--- config.mk ---
export PLATFORM = sky130hd
export DESIGN_NAME = trig_pulse_gen
export DESIGN_NICKNAME = d
export VERILOG_FILES = /design/src/rtl/tpg_pkg.sv /design/src/rtl/tpg_sync_edge.sv /design/src/rtl/tpg_regs.sv /design/src/rtl/tpg_seq.sv /design/src/rtl/trig_pulse_gen.sv
export SDC_FILE = /design/constraint.sdc
export NUM_CORES = 1
export LEC_CHECK = 0
export ABC_AREA = 1
export BUFFER_PORTS_ARGS = -buffer_cell sky130_fd_sc_hd__buf_2
export CAP_MARGIN = 15
export CORE_AREA = 2 2 87 89
export CTS_BUF_LIST = sky130_fd_sc_hd__clkbuf_4 sky130_fd_sc_hd__clkbuf_8 sky130_fd_sc_hd__clkbuf_16
export DETAILED_ROUTE_END_ITERATION = 8
export DIE_AREA = 0 0 89 91
export PLACE_DENSITY = 0.85
export SETUP_SLACK_MARGIN = 0.2
export SYNTH_ARGS = -nofsm -noshare
export SYNTH_HDL_FRONTEND = slang
export SYNTH_SLANG_ARGS = --single-unit
--- constraint.sdc ---
create_clock -name clk -period 1.6 [get_ports clk]
set_input_delay 0.16 -clock clk [delete_from_list [all_inputs] [get_ports clk]]
set_output_delay 0.16 -clock clk [all_outputs]
set_load 0.01 [all_outputs]
--- src/rtl/tpg_pkg.sv ---
package tpg_pkg;

    typedef enum logic [1:0] {
        ST_IDLE  = 2'd0,
        ST_DELAY = 2'd1,
        ST_PULSE = 2'd2
    } seq_state_e;

    typedef enum logic [1:0] {
        SRC_TRIG = 2'd0,
        SRC_RISE = 2'd1,
        SRC_FALL = 2'd2,
        SRC_NONE = 2'd3
    } irq_src_e;

    // control byte: [3:2] source, [1] timebase select, [0] enable
    typedef struct packed {
        irq_src_e src;
        logic     ext_sel;
        logic     enable;
    } ctrl_t;

    localparam int CTRL_W = $bits(ctrl_t);

endpackage

--- src/rtl/tpg_sync_edge.sv ---
module tpg_sync_edge #(
    parameter int STAGES = 2
) (
    input  logic clk,
    input  logic rst_n,
    input  logic din,
    output logic rise
);
    // STAGES synchroniser flops plus one history flop
    logic [STAGES:0] sh_d, sh_q;

    always_comb begin
        sh_d = {sh_q[STAGES-1:0], din};
    end

    always_ff @(posedge clk or negedge rst_n) begin
        if (!rst_n) sh_q <= '0;
        else        sh_q <= sh_d;
    end

    assign rise = sh_q[STAGES-1] & ~sh_q[STAGES];

endmodule

--- src/rtl/tpg_regs.sv ---
module tpg_regs
    import tpg_pkg::*;
#(
    parameter int CNT_W  = 16,
    parameter int ADDR_W = 3
) (
    input  logic              clk,
    input  logic              rst_n,
    input  logic [ADDR_W-1:0] addr,
    input  logic              wr,
    input  logic [7:0]        wdata,
    input  logic              busy,
    input  logic              level,
    output logic [7:0]        rdata,
    output logic [CNT_W-1:0]  dly,
    output logic [CNT_W-1:0]  wid,
    output ctrl_t             ctrl
);
    localparam int NB     = CNT_W / 8;
    localparam int A_WID  = NB;
    localparam int A_CTRL = 2 * NB;
    localparam int A_STAT = 2 * NB + 1;

    typedef struct packed {
        logic [CNT_W-1:0] dly;
        logic [CNT_W-1:0] wid;
        ctrl_t            ctrl;
    } regs_t;

    regs_t r_d, r_q;

    always_comb begin
        r_d = r_q;
        if (wr) begin
            for (int i = 0; i < NB; i++) begin
                if (addr == ADDR_W'(i))         r_d.dly[8*i +: 8] = wdata;
                if (addr == ADDR_W'(A_WID + i)) r_d.wid[8*i +: 8] = wdata;
            end
            if (addr == ADDR_W'(A_CTRL)) r_d.ctrl = ctrl_t'(wdata[CTRL_W-1:0]);
        end
    end

    always_ff @(posedge clk or negedge rst_n) begin
        if (!rst_n) r_q <= '0;
        else        r_q <= r_d;
    end

    always_comb begin
        rdata = '0;
        for (int i = 0; i < NB; i++) begin
            if (addr == ADDR_W'(i))         rdata = r_q.dly[8*i +: 8];
            if (addr == ADDR_W'(A_WID + i)) rdata = r_q.wid[8*i +: 8];
        end
        if (addr == ADDR_W'(A_CTRL)) rdata[CTRL_W-1:0] = r_q.ctrl;
        if (addr == ADDR_W'(A_STAT)) rdata[1:0] = {level, busy};
    end

    assign dly  = r_q.dly;
    assign wid  = r_q.wid;
    assign ctrl = r_q.ctrl;

endmodule

--- src/rtl/tpg_seq.sv ---
module tpg_seq
    import tpg_pkg::*;
#(
    parameter int CNT_W = 16
) (
    input  logic             clk,
    input  logic             rst_n,
    input  logic             enable,
    input  logic             trig_rise,
    input  logic             tick,
    input  irq_src_e         src,
    input  logic [CNT_W-1:0] dly,
    input  logic [CNT_W-1:0] wid,
    output logic             pulse_out,
    output logic             busy,
    output logic             irq
);
    typedef struct packed {
        seq_state_e       state;
        logic [CNT_W-1:0] cnt;
        logic             irq;
    } seq_t;

    seq_t s_d, s_q;
    logic ev_trig, ev_rise, ev_fall;

    always_comb begin
        s_d     = s_q;
        ev_trig = 1'b0;
        ev_rise = 1'b0;
        ev_fall = 1'b0;
        unique case (s_q.state)
            ST_IDLE: begin
                if (enable && trig_rise) begin
                    s_d.state = ST_DELAY;
                    s_d.cnt   = dly;
                    ev_trig   = 1'b1;
                end
            end
            ST_DELAY: begin
                if (tick) begin
                    if (s_q.cnt == '0) begin
                        if (wid == '0) begin
                            s_d.state = ST_IDLE;
                        end else begin
                            s_d.state = ST_PULSE;
                            s_d.cnt   = wid - CNT_W'(1);
                            ev_rise   = 1'b1;
                        end
                    end else begin
                        s_d.cnt = s_q.cnt - CNT_W'(1);
                    end
                end
            end
            ST_PULSE: begin
                if (tick) begin
                    if (s_q.cnt == '0) begin
                        s_d.state = ST_IDLE;
                        ev_fall   = 1'b1;
                    end else begin
                        s_d.cnt = s_q.cnt - CNT_W'(1);
                    end
                end
            end
            default: s_d.state = ST_IDLE;
        endcase
        unique case (src)
            SRC_TRIG: s_d.irq = ev_trig;
            SRC_RISE: s_d.irq = ev_rise;
            SRC_FALL: s_d.irq = ev_fall;
            default:  s_d.irq = 1'b0;
        endcase
    end

    always_ff @(posedge clk or negedge rst_n) begin
        if (!rst_n) s_q <= '{state: ST_IDLE, cnt: '0, irq: 1'b0};
        else        s_q <= s_d;
    end

    assign pulse_out = (s_q.state == ST_PULSE);
    assign busy      = (s_q.state != ST_IDLE);
    assign irq       = s_q.irq;

endmodule

--- src/rtl/trig_pulse_gen.sv ---
module trig_pulse_gen
    import tpg_pkg::*;
#(
    parameter int CNT_W       = 16,
    parameter int ADDR_W      = 3,
    parameter int SYNC_STAGES = 2
) (
    input  logic              clk,
    input  logic              rst_n,
    input  logic [ADDR_W-1:0] bus_addr,
    input  logic              bus_wr,
    input  logic [7:0]        bus_wdata,
    output logic [7:0]        bus_rdata,
    input  logic              usec_tick,
    input  logic              ext_ce,
    input  logic              trig_in,
    output logic              pulse_out,
    output logic              irq
);
    logic [CNT_W-1:0] dly_s, wid_s;
    ctrl_t            ctrl_s;
    logic             trig_rise_s, tick_s, busy_s, enable_s;

    tpg_sync_edge #(.STAGES(SYNC_STAGES)) sync_i (
        .clk  (clk),
        .rst_n(rst_n),
        .din  (trig_in),
        .rise (trig_rise_s)
    );

    tpg_regs #(.CNT_W(CNT_W), .ADDR_W(ADDR_W)) regs_i (
        .clk  (clk),
        .rst_n(rst_n),
        .addr (bus_addr),
        .wr   (bus_wr),
        .wdata(bus_wdata),
        .busy (busy_s),
        .level(pulse_out),
        .rdata(bus_rdata),
        .dly  (dly_s),
        .wid  (wid_s),
        .ctrl (ctrl_s)
    );

    assign tick_s   = ctrl_s.ext_sel ? ext_ce : usec_tick;
    assign enable_s = ctrl_s.enable;

    tpg_seq #(.CNT_W(CNT_W)) seq_i (
        .clk      (clk),
        .rst_n    (rst_n),
        .enable   (enable_s),
        .trig_rise(trig_rise_s),
        .tick     (tick_s),
        .src      (ctrl_s.src),
        .dly      (dly_s),
        .wid      (wid_s),
        .pulse_out(pulse_out),
        .busy     (busy_s),
        .irq      (irq)
    );

endmodule

* Yosys cells after proc, flatten, opt, wreduce, memory -nomap -nowiden
Index checks and enable logic that the tools add are counted.
Operators by class: add/sub/neg operators 2, equality and inequality tests 16, reductions and logical operators 15, mux-type cells 28, bitwise operators 2
Operators with widths (count):
- 18-bit 2-to-1 mux | 3
- 16-bit 2-to-1 mux | 3
- 16-bit case mux with 3 select lines | 1
- 16-bit zero test | 2
- 8-bit 2-to-1 mux | 4
- 16-bit by 1-bit subtractor with 16-bit output, second input constant | 2
- 1-bit 2-to-1 mux | 10
- 2-bit by 1-bit inequality test with 1-bit output, second input constant | 5
- 2-bit AND reduction | 5
- 2-bit 2-to-1 mux | 4
- 3-bit by 2-bit equality test with 1-bit output, second input constant | 2
- 3-bit equality test, second input constant | 2
- 2-bit case mux with 3 select lines | 1
- 6-bit AND reduction | 1
- 5-bit AND reduction | 1
- 2-bit by 1-bit equality test with 1-bit output, second input constant | 2
- 2-bit equality test, second input constant | 2
- 2-bit zero test | 2
- 4-bit 2-to-1 mux | 1
- 3-bit by 1-bit equality test with 1-bit output, second input constant | 1
- 3-bit zero test | 1
- 3-bit inequality test, second input constant | 1
- 1-bit case mux with 3 select lines | 1
- 3-bit nonzero test | 1
- other kinds (5) | 5
Word-level totals: bits of input ports 17, output and inout port bits 10, word-level logic and storage cells 74, register bits after elaboration 58

* Depth between registers and ports, before layout
Gate-level depths: netlist of run 1.
depth after elaboration 7, gate-level depth with buffers 13, gate-level depth less buffers 13

* Cells and area by module
A second synthesis of run 1 with hierarchy kept.
Second synthesis, totals: cells, all modules 601, area, all modules 4000.1 sq um
By module, submodules not included:
- tpg_seq | seq. area each 475.5 sq um, area an instance 2243.4 sq um, instances 1, cells an instance 398
- tpg_regs | seq. area each 900.9 sq um, area an instance 1656.6 sq um, instances 1, cells an instance 194
- tpg_sync_edge | seq. area each 75.1 sq um, area an instance 85.1 sq um, instances 1, cells an instance 5
- trig_pulse_gen | seq. area each 0.0 sq um, area an instance 15.0 sq um, instances 1, cells an instance 4

* Worst setup path before layout of run 1
No wires, ideal clock.
path type reg2reg, start register regs_i.r_q (netlist bit regs_i.wid[0]), end register seq_i.s_q[1] (netlist bit), setup slack -0.035 ns, stages on the path, launching flop included 11, library setup time 0.122 ns, buffers on the path 1, data required time 1.478 ns, clock period less this slack 1.635 ns, arrival 1.512 ns, cells stage by stage dfrtp_1 -> inv_1 -> ha_1 -> nand3_2 -> nor2_4 -> nand3_2 -> nor2_4 -> a21oi_2 -> buf_4 -> nand3_1 -> o21ai_1
On the way: cells in the longest elaborated chain, start to end 5, elaborated cells on any way between the ends 8, classes of those cells add/sub: 1; eq/ne: 1; mux: 4; reduce/logical: 2
Ends and longest elaborated chain:
- start: declaration | RTL line tpg_regs.sv:30 | regs_t r_d, r_q;
- start signal: assignment | RTL line tpg_regs.sv:45 | else r_q <= r_d;
- 16-bit by 1-bit subtractor with 16-bit output | RTL line tpg_seq.sv:47 | s_d.cnt = wid - CNT_W'(1);
- 16-bit 2-to-1 mux | RTL line tpg_seq.sv:43 | if (wid == '0) begin
- 16-bit 2-to-1 mux | RTL line tpg_seq.sv:42 | if (s_q.cnt == '0) begin
- 18-bit 2-to-1 mux | RTL line tpg_seq.sv:41 | if (tick) begin
- 16-bit case mux with 3 select lines | RTL line tpg_seq.sv:32 | unique case (s_q.state)
- end signal: assignment | RTL line tpg_seq.sv:76 | if (!rst_n) s_q <= '{state: ST_IDLE, cnt: '0, irq: 1'b0};
- end: declaration | RTL line tpg_seq.sv:24 | seq_t s_d, s_q;
Parallel ways exist; a longest one is shown, timed or not. The select of a mux whose other input is x is not followed. A chain may end at the register's enable or synchronous reset.

* Final worst setup path of run 1
start register seq_i.s_q[17] (netlist bit), end register seq_i.s_q[1] (netlist bit)
On the way: cells in the longest elaborated chain, start to end 3, elaborated cells on any way between the ends 11, classes of those cells eq/ne: 7; mux: 1; reduce/logical: 3
Ends and longest elaborated chain (RTL line):
- 2-bit by 1-bit equality test with 1-bit output (tied with other cells) | tpg_seq.sv:32
- 3-bit inequality test (no line) (tied with other cells)
- 6-bit AND reduction (no line)
Parallel ways exist; a longest one is shown, timed or not.

==> summary.md, run 1 <==
| Metric | Value |
|---|---|
| Result of the run | `finished, violations left` |
| Violations in the final reports | `setup timing` |
| Smallest setup slack after layout | `-0.173 ns` |
| Number of placement rows | `31` |
| Number of slew-limit violations in the final report | `0` |
| Average vias per placed instance | `5.71` |
| Pwr Density | `1890 mW/mm2` |
| Post-DR wirelength/cell | `17.3 um` |
| Most common cell in the netlist | `sky130_fd_sc_hd__nand2_1` |
| Kind of launch point of the worst setup path | `flop` |
| Root Driver | `sky130_fd_sc_hd__clkbuf_8` |
| Final period util | `111%` |
| Initial Util | `54.0%` |
| Max Clock Skew | `0.00912 ns` |
| Total number of yosys warnings | `0` |
| Setup slack of the worst register-to-register path | `-0.17 ns` |
| Area of the die | `0.00810 mm2` |
| Launch instance of the worst min-delay path | `bus_wdata[7]` |
| Cell type of the slowest stage on the worst timing path | `sky130_fd_sc_hd__dfrtp_1` |
| Maximum clock frequency | `0.564 GHz` |
| Synth cell count leaders | `191 x sky130_fd_sc_hd__nand2_1, 72 x sky130_fd_sc_hd__nor2_1, 69 x sky130_fd_sc_hd__inv_1, 58 x sky130_fd_sc_hd__dfrtp_1, 46 x sky130_fd_sc_hd__nand3_1` |
| Logic pwr share | `63.5%` |
| Mapped Avg Cell Area | `6.72 um2` |
| Area grow syn2layout | `44.2%` |
| Global-route usage over all layers | `31.9%` |
| Sw Share | `45.0%` |
| Cell leakage power | `0.00278 uW` |
| Die extent in x | `89 um` |
| Gate count after technology mapping | `574` |
| Largest net degree at the start of global routing | `59` |
| Final hold violation count | `0` |
| Reg-to-reg critical path endpoint | `seq_i.s_q[1]` |
| Clock period minus final worst setup slack | `1.77 ns` |
| Power share of the clock group | `14.7%` |
| Power, Total | `10500 uW` |
| TritonCTS sink count | `58` |
| Number of buffers created by CTS | `9` |
| Syn Nets | `598` |
| RSZ-0062 raised after global routing | `yes` |
| Wire length of the first global-routing pass | `19900 um` |
| Ports | `27` |
| Fin nets | `722` |
| Antenna-violating nets left | `0` |
| Largest cells by area after synthesis | `sky130_fd_sc_hd__dfrtp_1 38%, sky130_fd_sc_hd__nand2_1 19%, sky130_fd_sc_hd__nor2_1 7.0%` |
| Class of the tightest hold or removal check | `input pin to flop` |
| Fraction of final layout cells with drive strength greater than 1 | `33.6%` |
| Hold-critical path endpoint | `regs_i.wid[15]` |
| Fraction of power consumed by sequential logic | `21.9%` |
| Internal power | `5800 uW` |
| Length of the first detailed-routing pass in iterations | `5` |
| Worst flop-to-flop path startpoint | `seq_i.s_q[17]` |
| Setup CP Type | `flop to flop` |
| Antenna Diode Count | `0` |
| Tightest slew margin relative to the limit | `67.6%` |
| Vertical die dimension | `91 um` |
| Clock insertion delay at the later pin of the skew report | `0.35 ns` |
| Post-synthesis cell type with the largest combined area | `sky130_fd_sc_hd__dfrtp_1` |
| WP data arrival | `2.05 ns` |
| Cells along the critical path | `buf_6 > ha_4 > nor2_4 > nor2_2 > nor2_2 > nand2_2 > a21oi_4 > buf_12 > buf_16 > nand3_4 > o21ai_2` |
| Filler cell count | `454` |
| Max Root-Sink Buffers | `2` |
| Post-synthesis sequential element count | `58` |
| Leftover overflow at the end of global routing | `0` |
| Number of DRC markers in iteration 0 | `474` |
| Share of the synthesized area in the top cell type | `37.6%` |
| Worst R2R Path Depth | `11` |
| Post-synth cell types | `29` |
| Endpoint type of the worst setup path | `flop` |
| Vias after detailed routing | `4583` |
| Maximum Capacitance Violations | `0` |
| Final hold slack | `0.129 ns` |
| Post-Route WL | `13900 um` |
| Post-CTS clock slew at the launch and capture registers of the worst setup and hold paths | `0.07 ns` |
| Deepest level of the CTS H-tree | `3` |
| Number of synthesized flops with an enable pin | `0` |
| CTS tree | `done` |
| Hold Path Stages | `3` |
| Number of global-route vias before repair | `4277` |
| Initial antenna violation count | `0` |
| Async set-reset flop share out of synthesis | `100%` |
| Main flop type after synthesis | `sky130_fd_sc_hd__dfrtp_1` |
| Most repeated library cell on the critical path | `sky130_fd_sc_hd__nor2_2` |
| Worst vdd rail ir drop | `944 uV` |
| Reported net switching power | `4740 uW` |
| Worst-margin pin slew | `0.484 ns` |
| CP max FO | `6` |
| Area used by multi-input combinational logic | `0.00243 mm2` |
| Half-perimeter wire length after detailed placement | `8560 um` |
| Cell Area, Synth | `0.00386 mm2` |
| Core box area | `0.00714 mm2` |
| Routability-driven placement congestion ratio | `0.951` |
| Count of input and output buffers | `26` |
| Sequential Area | `0.00145 mm2` |
| Sequential fraction of the synthesis area | `37.6%` |
| Detailed-route DRC error count | `0` |
| Critical Path RT | `1.88 ns` |
| Total of endpoints with negative setup slack in the final report | `19` |
| Longest individual stage delay on the worst path | `0.40 ns` |
==> registers in the layout, summed over array words and instances (netlist names) <==
name and cells:
sync_i.sh_q 3, seq_i.irq 1, regs_i.ctrl 4, regs_i.wid 16, regs_i.dly 16, seq_i.s_q 18
==> metal layers <==
| metal | track usage [%] | vias to the layer above | part of all wire [%] |
|---|---|---|---|
| li1 | - | 2066 | - |
| met1 | 39.4 | 2141 | 38 |
| met2 | 52.5 | 296 | 48 |
| met3 | 4.36 | 80 | 7.4 |
| met4 | 17.9 | 0 | 6.0 |
| met5 | 0 | - | 0 |
==> worst max path at each step <==
stage | start | end | slack [ns] | depth (start not counted)
after CTS | seq_i.s_q[17] | seq_i.s_q[16] | -0.12 | 12
after floorplan | regs_i.wid[1] | seq_i.s_q[4] | 0.007 | 11
after global routing | seq_i.s_q[17] | seq_i.s_q[1] | -0.25 | 11
after global placement | seq_i.s_q[1] | seq_i.s_q[11] | -0.06 | 13
final | seq_i.s_q[17] | seq_i.s_q[1] | -0.17 | 11
after detailed placement | seq_i.s_q[17] | seq_i.s_q[4] | -0.10 | 11
==> timing repair <==
item | CTS | global route
hold endpoints to repair | 59 | 0
cloned | 1 | 0
gates resized for setup | 73 | 36
buffers inserted | 20 | 8
hold buffers | 2 | 0
pin swaps | 28 | 18
setup endpoints to repair | 28 | 36
==> final cells by class <==
cell class / count / area share (%)
timing repair buffer: 123 / 18.7
inverter: 74 / 5.18
clock buffer: 11 / 2.61
tap: 99 / 2.23
sequential: 58 / 26.1
multi-input combinational: 432 / 43.7
clock inverter: 5 / 1.40
==> power groups by stage <==
stage	Sequential [uW]	Clock (uW)	Combinational, uW
floorplan	2220	0	3140
global placement	2240	0	4830
detailed placement	2260	0	4970
CTS	2250	1530	6010
global route	2330	1590	7260
finish	2300	1540	6690
==> cell usage in the layout, fill, tap and decap left out, types with 11 or more instances in the layout <==
| cell | synthesis | final |
|---|---|---|
| sky130_fd_sc_hd__o21ai_0 | 44 | 40 |
| sky130_fd_sc_hd__dfrtp_1 | 58 | 57 |
| sky130_fd_sc_hd__inv_1 | 69 | 52 |
| sky130_fd_sc_hd__nand2_2 | 3 | 11 |
| sky130_fd_sc_hd__nand3_1 | 46 | 41 |
| sky130_fd_sc_hd__buf_2 | 3 | 25 |
| sky130_fd_sc_hd__nand2_1 | 191 | 181 |
| sky130_fd_sc_hd__nor2_1 | 72 | 61 |
| sky130_fd_sc_hd__nor2_4 | 6 | 11 |
| sky130_fd_sc_hd__buf_4 | 2 | 70 |
| sky130_fd_sc_hd__buf_6 | 2 | 18 |
| sky130_fd_sc_hd__inv_2 | 3 | 18 |
==> worst max-delay path: cells and delay by family, from the launching register on <==
family	cells	cell delay (ns)
simple gates	5	0.48
flops	1	0.40
compound gates	2	0.27
buf+inv	3	0.38
fa+ha+maj	1	0.16
==> logic make-up after synthesis <==
kind of cell | after synthesis | synth area share, %
AND/OR/NAND/NOR | 335 | 37.6
buffers and inverters | 84 | 8.86
AO/OA/AOI/OAI | 78 | 10.9
flip-flops | 58 | 37.6
XOR/XNOR | 12 | 2.73
adder cells (fa/ha/maj) | 7 | 2.27
==> stage by stage <==
step / cell area [um2] / TNS, ns / util, % / setup slack (ns) / cells
finish: 5560 / -2.50 / 77.9 / -0.173 / 802
global route: 5560 / -3.86 / 77.9 / -0.254 / 802
CTS: 5340 / -1.40 / 74.8 / -0.115 / 794
detailed placement: 4640 / -1.11 / 65.0 / -0.100 / 755
global placement: 4640 / -0.288 / 65.0 / -0.0584 / 755
floorplan: 3910 / 0 / - / 0.00682 / 574
No activity file was read; power rests on OpenSTA's default activity.
==> run 2: changes to the inputs <==
--- a/config.mk
+++ b/config.mk
@@ -8,11 +8,11 @@
 export ABC_AREA = 1
 export BUFFER_PORTS_ARGS = -buffer_cell sky130_fd_sc_hd__buf_2
 export CAP_MARGIN = 15
-export CORE_AREA = 2 2 87 89
+export CORE_AREA = 2 2 91 93
 export CTS_BUF_LIST = sky130_fd_sc_hd__clkbuf_4 sky130_fd_sc_hd__clkbuf_8 sky130_fd_sc_hd__clkbuf_16
 export DETAILED_ROUTE_END_ITERATION = 8
-export DIE_AREA = 0 0 89 91
-export PLACE_DENSITY = 0.85
+export DIE_AREA = 0 0 93 95
+export PLACE_DENSITY = 0.8
 export SETUP_SLACK_MARGIN = 0.2
 export SYNTH_ARGS = -nofsm -noshare
 export SYNTH_HDL_FRONTEND = slang
==> summary.md, run 2 (synthesis results as in run 1) <==
| Metric | Value |
|---|---|
| Placed Cells incl. Taps | `769` |
| Number of global-route vias before repair | `4163` |
| Fin nets | `734` |
| Average vias per placed instance | `5.48` |
| Max Root-Sink Buffers | `2` |
| Ports | `27` |
| Half-perimeter wire length after detailed placement | `8910 um` |
| Global-route usage over all layers | `28.5%` |
| Length of the first detailed-routing pass in iterations | `5` |
| Number of buffers created by CTS | `9` |
| Setup CP Type | `flop to flop` |
| Count of non-filler cells in the finished layout | `820` |
| Critical path buffer and inverter count | `2` |
| Antenna Diode Count | `0` |
| WP data arrival | `2.00 ns` |
| Pwr Density | `1840 mW/mm2` |
| Smallest setup slack after layout | `-0.168 ns` |
| Power, Total | `10500 uW` |
| Die extent in x | `93 um` |
| Root Driver | `sky130_fd_sc_hd__clkbuf_8` |
| Final period util | `111%` |
| Wire length of the first global-routing pass | `19500 um` |
| Kind of cell adding the most delay to the critical path | `simple AND/OR/NAND/NOR gates` |
| Worst path depth | `12` |
| Cell area after layout | `0.00567 mm2` |
| Worst flop-to-flop path startpoint | `seq_i.s_q[1]` |
| Post-placement worst setup slack | `-0.117 ns` |
| Most used cells in the layout excluding fill and tap cells | `171 x sky130_fd_sc_hd__nand2_1, 83 x sky130_fd_sc_hd__buf_4, 57 x sky130_fd_sc_hd__dfrtp_1` |
| Most common library cell in the layout ignoring fill and taps | `sky130_fd_sc_hd__nand2_1` |
| Vias after detailed routing | `4493` |
| Endpoint type of the worst setup path | `flop` |
| CP max FO | `5` |
| Number of DRC markers in iteration 0 | `369` |
| Maximum Capacitance Violations | `0` |
| Leftover overflow at the end of global routing | `0` |
| Routability-driven placement congestion ratio | `0.993` |
| Kind of launch point of the worst setup path | `flop` |
| Largest register FFs | `18` |
| Cells along the critical path | `inv_2 > ha_4 > nand3_4 > nor2_2 > nand3_2 > nor2_4 > buf_12 > nand2_4 > nand2_4 > nor2_1 > nand2_1 > nand2_1` |
| Critical Path RT | `1.83 ns` |
| Result of the run | `finished, violations left` |
| Largest net degree at the start of global routing | `27` |
| Worst vdd rail ir drop | `807 uV` |
| Deepest level of the CTS H-tree | `3` |
| Register ranked first by flip-flop count | `seq_i.s_q` |
| Area of the die | `0.00884 mm2` |
| Area grow syn2layout | `47.1%` |
| Critical path capture point | `seq_i.s_q[15]` |
| Worst-margin pin slew | `0.549 ns` |
| Post-Route WL | `13600 um` |
| Source of the critical timing path | `seq_i.s_q[1]` |
| Core box area | `0.00793 mm2` |
| Cell leakage power | `0.00285 uW` |
| Tightest slew margin relative to the limit | `63.4%` |
| Utilization of the core after routing | `71.5%` |
| Max Clock Skew | `0.00979 ns` |
| Longest individual stage delay on the worst path | `0.39 ns` |
| Post-DR wirelength/cell | `16.5 um` |
| Clock period minus final worst setup slack | `1.77 ns` |
| Cell type of the slowest stage on the worst timing path | `sky130_fd_sc_hd__dfrtp_1` |
| Fraction of final layout cells with drive strength greater than 1 | `37.5%` |
| Final hold violation count | `0` |
| Number of placement rows | `33` |
| CTS tree | `done` |
| Antenna-violating nets left | `0` |
| Count of input and output buffers | `26` |
| Initial antenna violation count | `0` |
| Number of slew-limit violations in the final report | `0` |
| Total of endpoints with negative setup slack in the final report | `18` |
| Detailed-route DRC error count | `0` |
| Maximum clock frequency | `0.565 GHz` |
| RSZ-0062 raised after global routing | `yes` |
| Reg-to-reg critical path endpoint | `seq_i.s_q[15]` |
| Violations in the final reports | `setup timing` |
| Standard cell area after detailed placement | `0.00470 mm2` |
| Post-CTS clock slew at the launch and capture registers of the worst setup and hold paths | `0.08 ns` |
| Setup slack of the worst register-to-register path | `-0.17 ns` |
| TritonCTS sink count | `58` |
| Worst R2R Path Depth | `12` |
| Class of the tightest hold or removal check | `input pin to flop` |
| Initial Util | `48.6%` |
| Clock insertion delay at the later pin of the skew report | `0.35 ns` |
| Vertical die dimension | `95 um` |
run 2: cell types whose count changed in the layout (fill, tap and decap cells not counted), moves of 3 or more:
cell	before	now
sky130_fd_sc_hd__nand2_2	11	19
sky130_fd_sc_hd__nor2_2	10	15
sky130_fd_sc_hd__nand2_1	181	171
sky130_fd_sc_hd__buf_4	70	83
sky130_fd_sc_hd__nand3_2	4	10
sky130_fd_sc_hd__nand2_4	3	6
sky130_fd_sc_hd__inv_2	18	21
sky130_fd_sc_hd__nor2_1	61	56
sky130_fd_sc_hd__nand3_1	41	36
run 2: worst reg2reg max path, cell delays in order (launching register included):
cell	delay (ns)
sky130_fd_sc_hd__dfrtp_1	0.39
sky130_fd_sc_hd__inv_2	0.09
sky130_fd_sc_hd__ha_4	0.16
sky130_fd_sc_hd__nand3_4	0.09
sky130_fd_sc_hd__nor2_2	0.12
sky130_fd_sc_hd__nand3_2	0.10
sky130_fd_sc_hd__nor2_4	0.14
sky130_fd_sc_hd__buf_12	0.14
sky130_fd_sc_hd__nand2_4	0.08
sky130_fd_sc_hd__nand2_4	0.12
sky130_fd_sc_hd__nor2_1	0.05
sky130_fd_sc_hd__nand2_1	0.10
sky130_fd_sc_hd__nand2_1	0.09
run 2: metal layers:
metal  track usage (%)  share of wire [%]  wire length [um]
met1              35.4                 38              5100
met5                 0                  0                 0
met4              15.0                5.6               759
met2              47.9                 49              6650
met3              4.71                7.7              1040
run 2: report_power, final:
| group | internal, uW | total (uW) | switching [uW] |
|---|---|---|---|
| logic | 2940 | 6750 | 3800 |
| registers | 1870 | 2310 | 438 |
| clock network | 742 | 1400 | 662 |
run 2: final cells by class:
cell class	count	area, um2
Fill cell	587	2260
Multi-Input combinational cell	433	2480
Inverter	74	285
Tap cell	105	131
Sequential cell	58	1450
Clock buffer	10	131
Clock inverter	6	66.3
Timing Repair Buffer	134	1120
run 2: worst min-delay path by stage:
stage	from	end	slack, ns	cells past startpoint
5_1_grt	bus_wdata[7]	regs_i.wid[15]	0.15	3
3_3_place_gp	rst_n	seq_i.s_q[2]	0.16	1
3_5_place_dp	rst_n	seq_i.s_q[2]	0.16	1
4_1_cts	bus_wdata[7]	regs_i.wid[15]	0.14	3
2_1_floorplan	rst_n	regs_i.ctrl[0]	-0.14	0
6_report	bus_wdata[7]	regs_i.wid[15]	0.14	3
run 2: timing repair:
action | in CTS | in global routing
buffers inserted | 15 | 15
endpoints found under the setup margin | 28 | 35
cloned | 1 | 2
endpoints found under the hold margin | 17 | 0
pin swaps | 15 | 39
hold buffers | 2 | 0
resized for setup | 51 | 76
run 2: metrics by stage:
stage,hold slack [ns],setup TNS [ns]
after floorplan,-0.136,0
after global placement,0.159,-0.746
after detailed placement,0.160,-1.39
after CTS,0.135,-1.49
after global routing,0.152,-3.66
final,0.139,-2.18
